--- src/rtl/sfifo_pkg.sv ---
package sfifo_pkg;
  typedef enum logic [1:0] {
    MODE_BYP  = 2'b00,
    MODE_FILL = 2'b01,
    MODE_STRM = 2'b10,
    MODE_TRIG = 2'b11
  } sfifo_mode_e;

  localparam int unsigned CfgModeHi = 7;
  localparam int unsigned CfgModeLo = 6;
  localparam int unsigned CfgRoute  = 5;
endpackage

--- src/rtl/sfifo_mem.sv ---
module sfifo_mem #(
  parameter int unsigned W     = 48,
  parameter int unsigned DEPTH = 32,
  localparam int unsigned PTR_W = $clog2(DEPTH)
) (
  input  logic             clk_i,
  input  logic             we_i,
  input  logic [PTR_W-1:0] wptr_i,
  input  logic [W-1:0]     wdata_i,
  input  logic [PTR_W-1:0] rptr_i,
  output logic [W-1:0]     rdata_o
);
  logic [W-1:0] mem_q [DEPTH];

  always_ff @(posedge clk_i) begin
    if (we_i) mem_q[wptr_i] <= wdata_i;
  end

  assign rdata_o = mem_q[rptr_i];
endmodule

--- src/rtl/sfifo_trim.sv ---
module sfifo_trim #(
  parameter int unsigned CNT_W = 6
) (
  input  logic             clk_i,
  input  logic             rst_ni,
  input  logic             clr_i,
  input  logic             load_i,
  input  logic [CNT_W-1:0] load_val_i,
  output logic             busy_o
);
  logic [CNT_W-1:0] left_q;

  assign busy_o = (left_q != '0);

  always_ff @(posedge clk_i or negedge rst_ni) begin
    if (!rst_ni)     left_q <= '0;
    else if (clr_i)  left_q <= '0;
    else if (load_i) left_q <= load_val_i;
    else if (busy_o) left_q <= left_q - 1'b1;
  end
endmodule

--- src/rtl/sfifo_hold.sv ---
module sfifo_hold #(
  parameter int unsigned W = 48
) (
  input  logic         clk_i,
  input  logic         rst_ni,
  input  logic         clr_i,
  input  logic         wr_i,
  input  logic         rd_i,
  input  logic [W-1:0] wdata_i,
  output logic [W-1:0] data_o,
  output logic         ovr_o
);
  logic unread_q;

  always_ff @(posedge clk_i or negedge rst_ni) begin
    if (!rst_ni) begin
      data_o   <= '0;
      unread_q <= 1'b0;
      ovr_o    <= 1'b0;
    end else if (clr_i) begin
      data_o   <= '0;
      unread_q <= 1'b0;
      ovr_o    <= 1'b0;
    end else begin
      if (wr_i) begin
        data_o   <= wdata_i;
        unread_q <= 1'b1;
      end else if (rd_i) begin
        unread_q <= 1'b0;
      end
      if (rd_i)                  ovr_o <= 1'b0;
      else if (wr_i && unread_q) ovr_o <= 1'b1;
    end
  end
endmodule

--- src/rtl/axis3_sample_fifo.sv ---
module axis3_sample_fifo
  import sfifo_pkg::*;
#(
  parameter int unsigned AXIS_W = 16,
  parameter int unsigned DEPTH  = 32,
  localparam int unsigned SMP_W = 3 * AXIS_W,
  localparam int unsigned PTR_W = $clog2(DEPTH),
  localparam int unsigned CNT_W = PTR_W + 1
) (
  input  logic             clk_i,
  input  logic             rst_ni,
  input  logic             cfg_we_i,
  input  logic [7:0]       cfg_i,
  input  logic             smp_valid_i,
  input  logic [SMP_W-1:0] smp_data_i,
  input  logic             trig_i,
  input  logic             pop_i,
  output logic [SMP_W-1:0] data_o,
  output logic [CNT_W-1:0] count_o,
  output logic             wmark_o,
  output logic             overrun_o,
  output logic             trig_done_o,
  output logic             busy_o,
  output logic [1:0]       trig_irq_o
);
  sfifo_mode_e      mode_q;
  logic [PTR_W-1:0] level_q;
  logic             route_q;
  logic [CNT_W-1:0] count_q, count_nxt, lvl_ext, drop_val;
  logic [PTR_W-1:0] rd_q, wr_q;
  logic             trig_q, ovr_q;

  sfifo_mode_e cfg_mode;
  logic mode_chg, byp, eff_strm, full, trim;
  logic pop_ok, push_ok, strm_drop, adv_rd, fire;
  logic [SMP_W-1:0] mem_rdata, hold_data;
  logic hold_ovr;

  assign cfg_mode = sfifo_mode_e'(cfg_i[CfgModeHi:CfgModeLo]);
  assign mode_chg = cfg_we_i && (cfg_mode != mode_q);
  assign byp      = (mode_q == MODE_BYP);
  assign eff_strm = (mode_q == MODE_STRM) || (mode_q == MODE_TRIG && !trig_q);
  assign full     = (count_q == CNT_W'(DEPTH));
  assign lvl_ext  = {1'b0, level_q};
  assign trim     = busy_o;

  assign pop_ok    = pop_i && !byp && !mode_chg && !trim && (count_q != '0);
  // fill-and-stop accepts at full only if a slot frees this cycle
  assign push_ok   = smp_valid_i && !byp && !mode_chg &&
                     (eff_strm || !full || pop_ok || trim);
  assign strm_drop = push_ok && eff_strm && full && !pop_ok;
  assign adv_rd    = pop_ok || strm_drop || trim;
  assign count_nxt = count_q + CNT_W'(push_ok) - CNT_W'(adv_rd);

  assign fire     = trig_i && (mode_q == MODE_TRIG) && !trig_q && !mode_chg;
  assign drop_val = (count_q > lvl_ext) ? (count_q - lvl_ext) : '0;

  always_ff @(posedge clk_i or negedge rst_ni) begin
    if (!rst_ni) begin
      mode_q  <= MODE_BYP;
      level_q <= '0;
      route_q <= 1'b0;
      count_q <= '0;
      rd_q    <= '0;
      wr_q    <= '0;
      trig_q  <= 1'b0;
      ovr_q   <= 1'b0;
    end else if (mode_chg) begin
      mode_q  <= cfg_mode;
      level_q <= cfg_i[PTR_W-1:0];
      route_q <= cfg_i[CfgRoute];
      count_q <= '0;
      rd_q    <= '0;
      wr_q    <= '0;
      trig_q  <= 1'b0;
      ovr_q   <= 1'b0;
    end else begin
      if (cfg_we_i) begin
        level_q <= cfg_i[PTR_W-1:0];
        route_q <= cfg_i[CfgRoute];
      end
      count_q <= count_nxt;
      if (push_ok) wr_q <= wr_q + 1'b1;
      if (adv_rd)  rd_q <= rd_q + 1'b1;
      if (fire)    trig_q <= 1'b1;
      if (pop_ok)                                        ovr_q <= 1'b0;
      else if (push_ok && count_nxt == CNT_W'(DEPTH))    ovr_q <= 1'b1;
    end
  end

  sfifo_mem #(.W(SMP_W), .DEPTH(DEPTH)) i_mem (
    .clk_i   (clk_i),
    .we_i    (push_ok),
    .wptr_i  (wr_q),
    .wdata_i (smp_data_i),
    .rptr_i  (rd_q),
    .rdata_o (mem_rdata)
  );

  sfifo_trim #(.CNT_W(CNT_W)) i_trim (
    .clk_i      (clk_i),
    .rst_ni     (rst_ni),
    .clr_i      (mode_chg),
    .load_i     (fire),
    .load_val_i (drop_val),
    .busy_o     (busy_o)
  );

  sfifo_hold #(.W(SMP_W)) i_hold (
    .clk_i   (clk_i),
    .rst_ni  (rst_ni),
    .clr_i   (mode_chg),
    .wr_i    (smp_valid_i && byp && !mode_chg),
    .rd_i    (pop_i && byp && !mode_chg),
    .wdata_i (smp_data_i),
    .data_o  (hold_data),
    .ovr_o   (hold_ovr)
  );

  assign data_o      = byp ? hold_data : ((count_q != '0) ? mem_rdata : '0);
  assign count_o     = count_q;
  assign wmark_o     = !byp && (count_q >= lvl_ext);
  assign overrun_o   = byp ? hold_ovr : ovr_q;
  assign trig_done_o = trig_q;
  assign trig_irq_o  = route_q ? {trig_q, 1'b0} : {1'b0, trig_q};
endmodule

--- config.mk ---
export PLATFORM = sky130hd
export DESIGN_NAME = axis3_sample_fifo
export DESIGN_NICKNAME = d
export VERILOG_FILES = /design/src/rtl/sfifo_pkg.sv /design/src/rtl/sfifo_mem.sv /design/src/rtl/sfifo_trim.sv /design/src/rtl/sfifo_hold.sv /design/src/rtl/axis3_sample_fifo.sv
export SDC_FILE = /design/constraint.sdc
export NUM_CORES = 1
export LEC_CHECK = 0
export BUFFER_PORTS_ARGS = -buffer_cell sky130_fd_sc_hd__buf_4
export CORE_UTILIZATION = 50
export DETAILED_ROUTE_END_ITERATION = 12
export GPL_TIMING_DRIVEN = 0
export PLACE_DENSITY = 0.66
export SLEW_MARGIN = 10
export SYNTH_ARGS = -nofsm -noshare
export SYNTH_HDL_FRONTEND = slang
export SYNTH_SLANG_ARGS = --single-unit
--- constraint.sdc ---
create_clock -name clk_i -period 8.8 [get_ports clk_i]
set_input_delay 1.76 -clock clk_i [delete_from_list [all_inputs] [get_ports clk_i]]
set_output_delay 1.76 -clock clk_i [all_outputs]
set_load 0.02 [all_outputs]
Yosys cells after proc, flatten, opt, wreduce, memory -nomap -nowiden
Memory sizes are Yosys's and may differ from the RTL's.
Index checks and enable logic that the tools add are counted.
- flip-flop bits (word level): 82
- RAM bits: 1536
- input bits: 62
- output and inout bits: 60
- word-level logic and storage cells: 104
- memories kept: 1
- memory list (name ; words ; width ; rd ports ; clocked after memory_dff ; wr ports ; RTL line ; text):
    i_mem.mem_q ; 32 ; 48 ; 1 ; 0 ; 1 ; sfifo_mem.sv:13 ; logic [W-1:0] mem_q [DEPTH];
- $add $sub $neg: 6
- order comparisons: 2
- eq/ne operators: 5
- multiplexer cells: 32
- reductions and logical operators: 46
- operators by type and width (cell ; count):
    $mux 48 ; 4
    $mux 5 ; 6
    $mux 6 ; 5
    $logic_and 1x1->1 ; 22
    $mux 1 ; 16
    $eq 6x6->1 const B ; 2
    $reduce_bool 3->1 ; 4
    $reduce_bool 6->1 ; 2
    $add 5x1->5 const B ; 2
    $reduce_bool 2->1 ; 5
    $add 6x1->6 ; 1
    $ge 6x5->1 ; 1
    $gt 6x5->1 ; 1
    $logic_not 1->1 ; 6
    $logic_or 1x1->1 ; 6
    $sub 6x1->6 ; 1
    $sub 6x1->6 const B ; 1
    $sub 6x5->6 ; 1
    $eq 2x2->1 const B ; 2
    $logic_not 2->1 ; 1
    $mux 2 ; 1
    $ne 2x2->1 ; 1

Logic depth before layout (Yosys ltp)
Gate-level depths: netlist (run 1).
- word-level depth: 20
- mapped depth: 17

Modules after synthesis
A second synthesis (run 1) with hierarchy kept.
- cell total of the unflattened synthesis: 3784
- area total of the unflattened synthesis: 64509.4 µm²
- modules (own cells, without submodules) (module ; instances ; cells an instance ; area each (µm²) ; sequential area each (µm²)):
    sfifo_mem ; 1 ; 3316 ; 59763.6 ; 46124.2
    axis3_sample_fifo ; 1 ; 263 ; 2292.2 ; 650.6
    sfifo_hold ; 1 ; 163 ; 2052.0 ; 1251.2
    sfifo_trim ; 1 ; 42 ; 401.6 ; 150.1

Worst setup path after synthesis (run 1)
No wires, ideal clock.
- path type: input to register
- from: input port cfg_we_i
- to: memory i_mem.mem_q[14][0] (enable)
- setup time: 513 ps
- data arrival time: 6054 ps
- data required time: 8287 ps
- slack: 2233 ps
- stages: 7
- path buffers: 2
- path through: clkbuf_1 -> a21boi_0 -> o21ai_1 -> a211oi_2 -> buf_4 -> nand2_2 -> nor3_1
- word-level cells in the longest chain between the ends: 10
- elaborated cells between the ends (all ways): 11
- ends and longest elaborated chain (what ; RTL line ; text):
    start: declaration ; axis3_sample_fifo.sv:12 ; input logic cfg_we_i,
    $logic_and 1x1->1 (*) ; axis3_sample_fifo.sv:40 ; assign mode_chg = cfg_we_i && (cfg_mode != mode_q);
    $logic_not 1->1 (*) ; axis3_sample_fifo.sv:47, axis3_sample_fifo.sv:49 ;
    $logic_and 1x1->1 (3 in a row) ; axis3_sample_fifo.sv:47 ; assign pop_ok = pop_i && !byp && !mode_chg && !trim && (count_q != '0);
    $logic_or 1x1->1 (2 in a row) ; axis3_sample_fifo.sv:50 ; (eff_strm || !full || pop_ok || trim);
    $logic_and 1x1->1 (*) ; axis3_sample_fifo.sv:49 ; assign push_ok = smp_valid_i && !byp && !mode_chg &&
    $mux 1 (*) ; sfifo_mem.sv:16 ; if (we_i) mem_q[wptr_i] <= wdata_i;
    $mux 1 (implied by the code) (*) ; sfifo_mem.sv:16 ;
    end: declaration ; sfifo_mem.sv:13 ;
Every way passes the cells marked *; elsewhere a longest branch is shown, timed or not.

Worst setup path in the final report (run 1)
- from: register count_q[5] (netlist: count_o[5])
- to: output port data_o[37]
- word-level cells in the longest chain between the ends: 3
- ends and longest elaborated chain (what ; RTL line ; text):
    start: declaration ; axis3_sample_fifo.sv:29 ; logic [CNT_W-1:0] count_q, count_nxt, lvl_ext, drop_val;
    start signal: assignment ; axis3_sample_fifo.sv:82 ; count_q <= count_nxt;
    $reduce_bool 6->1 ; axis3_sample_fifo.sv:120 ; assign data_o = byp ? hold_data : ((count_q != '0) ? mem_rdata : '0);
    $mux 48 (2 in a row) ; axis3_sample_fifo.sv:120 ;
    end: declaration ; axis3_sample_fifo.sv:18 ; output logic [SMP_W-1:0] data_o,
Every way passes these cells.

==> impl_metrics.json, run 1 <==
{
  "dpl.cell_count": 5317,
  "placed_instance_area_um2": 68300,
  "syn-cell-area_um2": 63700,
  "finalWeightedCongestion": 0.803,
  "netSwitchingFraction_pct": 30.8,
  "vias_in_the_first_global_route": 34400,
  "rsz0062_at_grt": "no",
  "share_clk_of_total_power_pct": 31.6,
  "critical_path_fanout_max": 10,
  "synth_enable_flop_cells": 1536,
  "synth.largest_area_cell": "edfxtp_1",
  "antenna_found_initial": 4,
  "syn_area_per_cell_um2": 18.4,
  "top_level_ports": 122,
  "post_synth_num_cell_types": 59,
  "routed_via_density": 6.12,
  "power_density_nw_per_um2": 289,
  "critPathRequiredTime_ps": 7040,
  "portBuffers": 120,
  "crit_slowest_cell": "a211oi_1",
  "dr.first_iter.drc_count": 3875,
  "die_width_um": 359,
  "worst-r2r-setup-slack_ps": 4330,
  "layout.cell_area.non_filler_um2": 73500,
  "synth_cells": 3471,
  "root_buffer": "clkbuf_16",
  "cts_buffers": 163,
  "maxSlewHeadroom_pct": 20.4,
  "report.final.slew_viol_count": 0,
  "asyncSetResetFlopFracSynth_pct": 5.07,
  "grt_overflow_total": 0,
  "cap_violations": 0,
  "synth_top_flop_cell": "edfxtp_1",
  "post-cts-setup-buffers": 0,
  "clk_pin_slew_ps": 50,
  "top_count_cell_post_synth": "edfxtp_1",
  "worst-slew-pin-transition_ps": 1190,
  "post_route_cells_drive_above_1_share_pct": 18.6,
  "core_region_um2": 126000,
  "post_cts_resized": 0,
  "synth_largest_type_area_fraction_pct": 72.4,
  "detailed_place_hpwl_um": 109000,
  "period_needed_ps": 6460,
  "total_leakage_power_uw": 0.0243,
  "yosys_register_bits": 1618,
  "ys_top_cells_by_count": "edfxtp_1, mux2i_1, nor2_1, o22ai_1, mux4_2",
  "cts_max_path_buffers": 3,
  "outcome": "finished clean",
  "max_clock_freq_mhz": 155,
  "dieHeight_um": 359,
  "design.final.nets": 3917,
  "worstPathArrival_ps": 4700,
  "cp.buffers_inverters": 4,
  "route.detailed.wl_per_inst_um": 28.7,
  "cts_hold_buf": 0,
  "final-instance-count-excl-fill": 5623,
  "drt_pass1_iterations": 5,
  "die_area_um2": 129000,
  "postRouteAntennaNets": 0,
  "min_path_type": "flop to flop",
  "hold_violations": 0,
  "share_comb_of_total_power_pct": 27.7,
  "worstSetupPathType": "flop to output port",
  "critPathCaptureType": "output port",
  "setup_viol": 0,
  "later_pin_clock_latency_in_the_skew_report_ps": 800,
  "worstSetupStartpointType": "flop",
  "slowest_delay_ps": 730,
  "crit_chain": "inv_1, ha_1, nand4bb_1, o21a_1, clkbuf_1, buf_2, o41ai_1, a211oi_1, buf_4",
  "synth_area_leaders": "edfxtp_1, mux2i_1, mux4_2",
  "p_seq_share_pct": 40.7,
  "synth_seq_area_share_pct": 75.6,
  "cts.sink_count": 1618,
  "num_vias": 34400,
  "irDropWorstVdd_uv": 270,
  "grt_usage_pct": 25.1,
  "area_delta_synth_final_pct": 15.3,
  "yosys_warnings": 0,
  "p_int_uw": 14700,
  "regArea_um2": 48200,
  "grt_start_max_net_pins": 83,
  "floorplan.initialDensity_pct": 50.6,
  "area_occupied_by_multi_input_gates_um2": 14500,
  "layout_worst_path_cycle_share_pct": 73.4,
  "routed_wl_um": 161000,
  "postSynthNetCount": 3556,
  "fp-row-count": 130,
  "htree_levels": 4,
  "route.detailed.drc": 0,
  "cts_tree": "done",
  "final.fill_count": 9256,
  "clock-skew-final_ps": 26.5,
  "wire_length_of_the_first_global_routing_pass_um": 235000,
  "power.net_switching_uw": 6540,
  "worst_path_dominant_cell_family": "compound AO/OA/AOI/OAI gates"
}
-- registers in the layout, indices dropped and copies added (netlist names) --
name             flops
i_mem.mem_q       1536
i_hold.data_o       48
count_o              6
i_trim.left_q        6
level_q              5
rd_q                 5
wr_q                 5
mode_q               2
i_hold.ovr_o         1
i_hold.unread_q      1
ovr_q                1
route_q              1
trig_done_o          1
-- final timing paths --
| path | startpoint | end | depth (start not counted) |
|---|---|---|---|
| min in group asynchronous | rst_ni | level_q[0]$_DFFE_PN0P_ | 1 |
| max in group asynchronous | rst_ni | i_hold.data_o[9]$_DFFE_PN0P_ | 1 |
| worst min register to register | ovr_q$_DFFE_PN0P_ | ovr_q$_DFFE_PN0P_ | 2 |
| worst min-delay path | ovr_q$_DFFE_PN0P_ | ovr_q$_DFFE_PN0P_ | 2 |
| worst max register to register | count_o[5]$_DFF_PN0_ | ovr_q$_DFFE_PN0P_ | 16 |
| worst max-delay path | count_o[5]$_DFF_PN0_ | data_o[37] | 9 |
-- power groups by stage --
stage	registers (uW)	clock network, uW	logic, uW
after floorplan	8810	0	3750
after global placement	8820	0	5810
after detailed placement	8810	0	5890
after CTS	8650	6790	5920
after global routing	8660	7090	6210
final	8650	6720	5890
-- routing by layer --
layer | track usage (%) | wire length (um) | part of all wire (%) | vias up
met4 | 7.56 | 3860 | 2.4 | 0
met2 | 41.5 | 79300 | 49 | 1406
li1 | - | - | - | 14900
met3 | 4.17 | 11800 | 7.3 | 222
met5 | 0 | 0 | 0 | -
met1 | 34.4 | 66100 | 41 | 18000
-- layout by cell type, fill, tap and decap left out, types with 8 or more instances in the layout --
master,instances
o221a_1,26
bufinv_16,8
o22ai_1,146
nor2_1,165
edfxtp_1,1536
a211oi_1,53
nand3_1,8
buf_4,153
o211ai_1,48
o41ai_1,48
buf_2,41
buf_12,54
dfrtp_1,82
clkbuf_8,13
buf_6,46
nand2_1,73
xnor2_1,8
a22o_1,49
nor3_1,52
a21oi_1,106
mux4_2,144
o21ai_0,48
clkinv_2,21
clkinv_1,33
o221a_2,23
inv_1,25
clkbuf_16,167
mux2i_1,484
nor2_4,29
ha_1,21
buf_1,15
clkbuf_1,139
o21ai_1,11
-- layout make-up --
cell class | instances | area share, %
multi-input cells | 1616 | 19.7
diodes | 2 | 0.00681
flip-flops and latches | 1618 | 65.6
inverters | 27 | 0.138
repair buffers | 196 | 3.08
plain buffers | 210 | 1.64
clock buffers | 228 | 6.18
clock inverters | 76 | 0.858
well taps | 1650 | 2.81
-- stage by stage --
stage / setup WS (ps) / total power, uW / hold WS [ps] / utilization (%) / TNS (ps)
detailed placement: 3250 / 14700 / 464 / 54.2 / 0
floorplan: 2230 / 12600 / 445 / - / 0
finish: 2340 / 21300 / 476 / 58.3 / 0
global route: 2290 / 22000 / 509 / 58.3 / 0
CTS: 2360 / 21400 / 476 / 58.3 / 0
global placement: -1560 / 14600 / 461 / 52.9 / -218890
-- worst register-to-register path, cell delays in order (launching register included) --
cell and delay (ps):
dfrtp_1 480, inv_1 110, ha_1 190, nand4bb_1 180
o21a_1 590, clkbuf_1 700, a311o_1 300, ha_1 230
inv_1 60, ha_1 180, inv_1 70, fa_1 420
nand2b_1 170, a22oi_1 200, xnor2_1 170, nand4_1 140
o31ai_1 200
-- logic make-up (layout without fill, tap and decap cells) --
kind of cell | count (synthesis) | in the layout | synth area share, %
other cells | 0 | 2 | 0
fa+ha+maj | 23 | 23 | 0.475
xor+xnor | 12 | 12 | 0.165
buf+inv | 237 | 737 | 2.05
mux | 634 | 634 | 12.8
flops | 1618 | 1618 | 75.6
compound gates | 585 | 585 | 6.49
simple gates | 362 | 362 | 2.43
Note: power is estimated with default switching activity, not from simulation.
==> run 2, diff against run 1 <==
Settings changed: PLACE_DENSITY 0.66 to 0.68.
Clock period 8.8 ns to 5.7 ns, I/O delays scaled along.
==> run 2 against run 1 <==
Against the previous run: hold slack lost 1.7 ps; design area down 0.15%; count of clock-buffer cells in the layout is 7 lower; total power increased by 53%; via count is 0.78% lower; combinational power grew 54%; clock power is 52% higher; sequential power up 55%; critical endpoint unchanged; global-route usage fell by 0.48 points; largest power group unchanged; sequential share of layout area is 0.097 points higher; first-iteration DRC count is 1.0% higher; critical path depth is the same.
==> impl_metrics.json, run 2 (same netlist as run 1, synthesis figures left out) <==
{
  "outcome": "finished clean",
  "top_level_ports": 122,
  "post_route_cells_drive_above_1_share_pct": 18.8,
  "finalWeightedCongestion": 0.795,
  "design.final.nets": 3907,
  "routed_via_density": 6.09,
  "min_delay_path_depth": 2,
  "setup_viol": 0,
  "final.hold.worst_slack_ps": 474,
  "vias_in_the_first_global_route": 34500,
  "grt_start_max_net_pins": 83,
  "route.detailed.wl_per_inst_um": 28.1,
  "cap_violations": 0,
  "die_area_um2": 129000,
  "reg2reg_to": "ovr_q$_DFFE_PN0P_",
  "power.net_switching_uw": 10000,
  "clk_pin_slew_ps": 60,
  "regToRegStartpoint": "count_o[2]$_DFF_PN0_",
  "cts_buffers": 162,
  "power_density_nw_per_um2": 444,
  "layout.cell_area.non_filler_um2": 73400,
  "dpl.cell_count": 5308,
  "layout_worst_path_cycle_share_pct": 98.3,
  "share_clk_of_total_power_pct": 31.2,
  "ff2ff_path_depth": 16,
  "report.final.slew_viol_count": 0,
  "worst_hold_startpoint": "ovr_q$_DFFE_PN0P_",
  "final-instance-count-excl-fill": 5612,
  "worst-slew-pin-transition_ps": 1230,
  "netSwitchingFraction_pct": 30.8,
  "portBuffers": 120,
  "placed_instance_area_um2": 68300,
  "area_delta_synth_final_pct": 15.1,
  "detailed_place_hpwl_um": 108000,
  "min_path_type": "flop to flop",
  "period_needed_ps": 5600,
  "wire_length_of_the_first_global_routing_pass_um": 231000,
  "drt_pass1_iterations": 6,
  "fp-row-count": 130,
  "cts.sink_count": 1618,
  "htree_levels": 4,
  "rsz0062_at_grt": "no",
  "grt_usage_pct": 24.6,
  "worstSetupPathType": "flop to output port",
  "critPathRequiredTime_ps": 4560,
  "total_leakage_power_uw": 0.0242,
  "grt_overflow_total": 0,
  "floorplan.initialDensity_pct": 50.6,
  "mostFrequentLayoutCells": "edfxtp_1, mux2i_1, clkbuf_16",
  "routed_wl_um": 158000,
  "p_int_uw": 22600,
  "dieHeight_um": 359,
  "core_region_um2": 126000,
  "share_comb_of_total_power_pct": 27.8,
  "worstPathArrival_ps": 4460,
  "later_pin_clock_latency_in_the_skew_report_ps": 770,
  "largest_register_ffs": 1536,
  "postRouteAntennaNets": 0,
  "registers.top_by_ff_count": "i_mem.mem_q",
  "cts_max_path_buffers": 3,
  "route.detailed.drc": 0,
  "post-cts-setup-buffers": 0,
  "max_clock_freq_mhz": 179,
  "p_seq_share_pct": 41.0,
  "final_util_pct": 58.2,
  "layout_top_registers": "i_mem.mem_q x1536, i_hold.data_o x48",
  "hold_violations": 0,
  "dr.first_iter.drc_count": 3914,
  "worst-r2r-setup-slack_ps": 1550,
  "clock-skew-final_ps": 20.0,
  "critical_path_fanout_max": 10,
  "worstSetupStartpointType": "flop",
  "maxSlewHeadroom_pct": 17.9,
  "num_vias": 34200,
  "critPathCaptureType": "output port",
  "root_buffer": "clkbuf_16",
  "layout.cells.most_common": "edfxtp_1",
  "antenna_found_initial": 4,
  "cts_tree": "done",
  "hold_end": "ovr_q$_DFFE_PN0P_",
  "irDropWorstVdd_uv": 385,
  "die_width_um": 359,
  "totalPowerFinal_uw": 32600
}
## run 2: cell types whose count changed in the layout (fill, tap and decap cells not counted), sizes merged
cell,change
bufinv,-2
clkinvlp,+1
clkbuf,-6
clkinv,+1
diode,+2
buf,-11
inv,+3
clkdlybuf4s15,+1
## run 2: power groups by stage
stage                     Combinational (uW)  Sequential (uW)  Clock (uW)
after floorplan                         5790            13600           0
after global placement                  8890            13600           0
after detailed placement                9050            13600           0
after CTS                               9100            13400       10300
after global routing                    9560            13400       10700
final                                   9070            13400       10200
## run 2: final cells by class
| type | count | area (um^2) |
|---|---|---|
| clock inverters | 79 | 596 |
| fillers | 9198 | 52700 |
| flip-flops and latches | 1618 | 48200 |
| inverters | 27 | 101 |
| well taps | 1650 | 2060 |
| clock buffers | 221 | 4460 |
| multi-input cells | 1616 | 14500 |
| diodes | 4 | 10.0 |
| plain buffers | 210 | 1210 |
| repair buffers | 187 | 2230 |
## run 2: repair_timing
| action | in CTS | in global routing |
|---|---|---|
| hold buffers | 0 | 0 |
| resized for setup | 3 | 3 |
| pin swaps | 0 | 0 |
| endpoints found under the setup margin | 4 | 4 |
## run 2: per-stage QoR
step	TNS [ps]	setup WS [ps]
3_5_place_dp	0	706
3_3_place_gp	-2032740	-1800
5_1_grt	0	70.2
6_report	0	97.9
4_1_cts	0	68.4
2_1_floorplan	0	1100
## run 2: worst max-delay path by stage
| stage | slack, ps | endpoint | start | cells after the start |
|---|---|---|---|---|
| 2_1_floorplan | 1100 | i_mem.mem_q[22][0]$_DFFE_PP_ | cfg_we_i | 7 |
| 3_3_place_gp | -1800 | i_mem.mem_q[6][26]$_DFFE_PP_ | cfg_i[7] | 7 |
| 3_5_place_dp | 710 | data_o[37] | count_o[2]$_DFF_PN0_ | 9 |
| 4_1_cts | 70 | data_o[44] | rd_q[2]$_DFFE_PN0P_ | 8 |
| 5_1_grt | 70 | data_o[37] | count_o[5]$_DFF_PN0_ | 9 |
| 6_report | 100 | data_o[37] | count_o[2]$_DFF_PN0_ | 9 |
## run 2: critical path: stages, from the launching register on
cell	delay [ps]
dfrtp_1	410
inv_1	90
ha_1	230
nand4bb_1	190
o21a_1	660
clkbuf_2	470
buf_2	360
o41ai_1	230
a211oi_1	770
buf_4	270
## run 2: per-layer routing
layer	wire length, um	track usage, %	vias to the layer above
met5	0	0	-
met4	4630	8.32	0
met3	13000	4.43	252
met2	77000	40.1	1507
met1	63200	33.6	17600
li1	-	-	14800
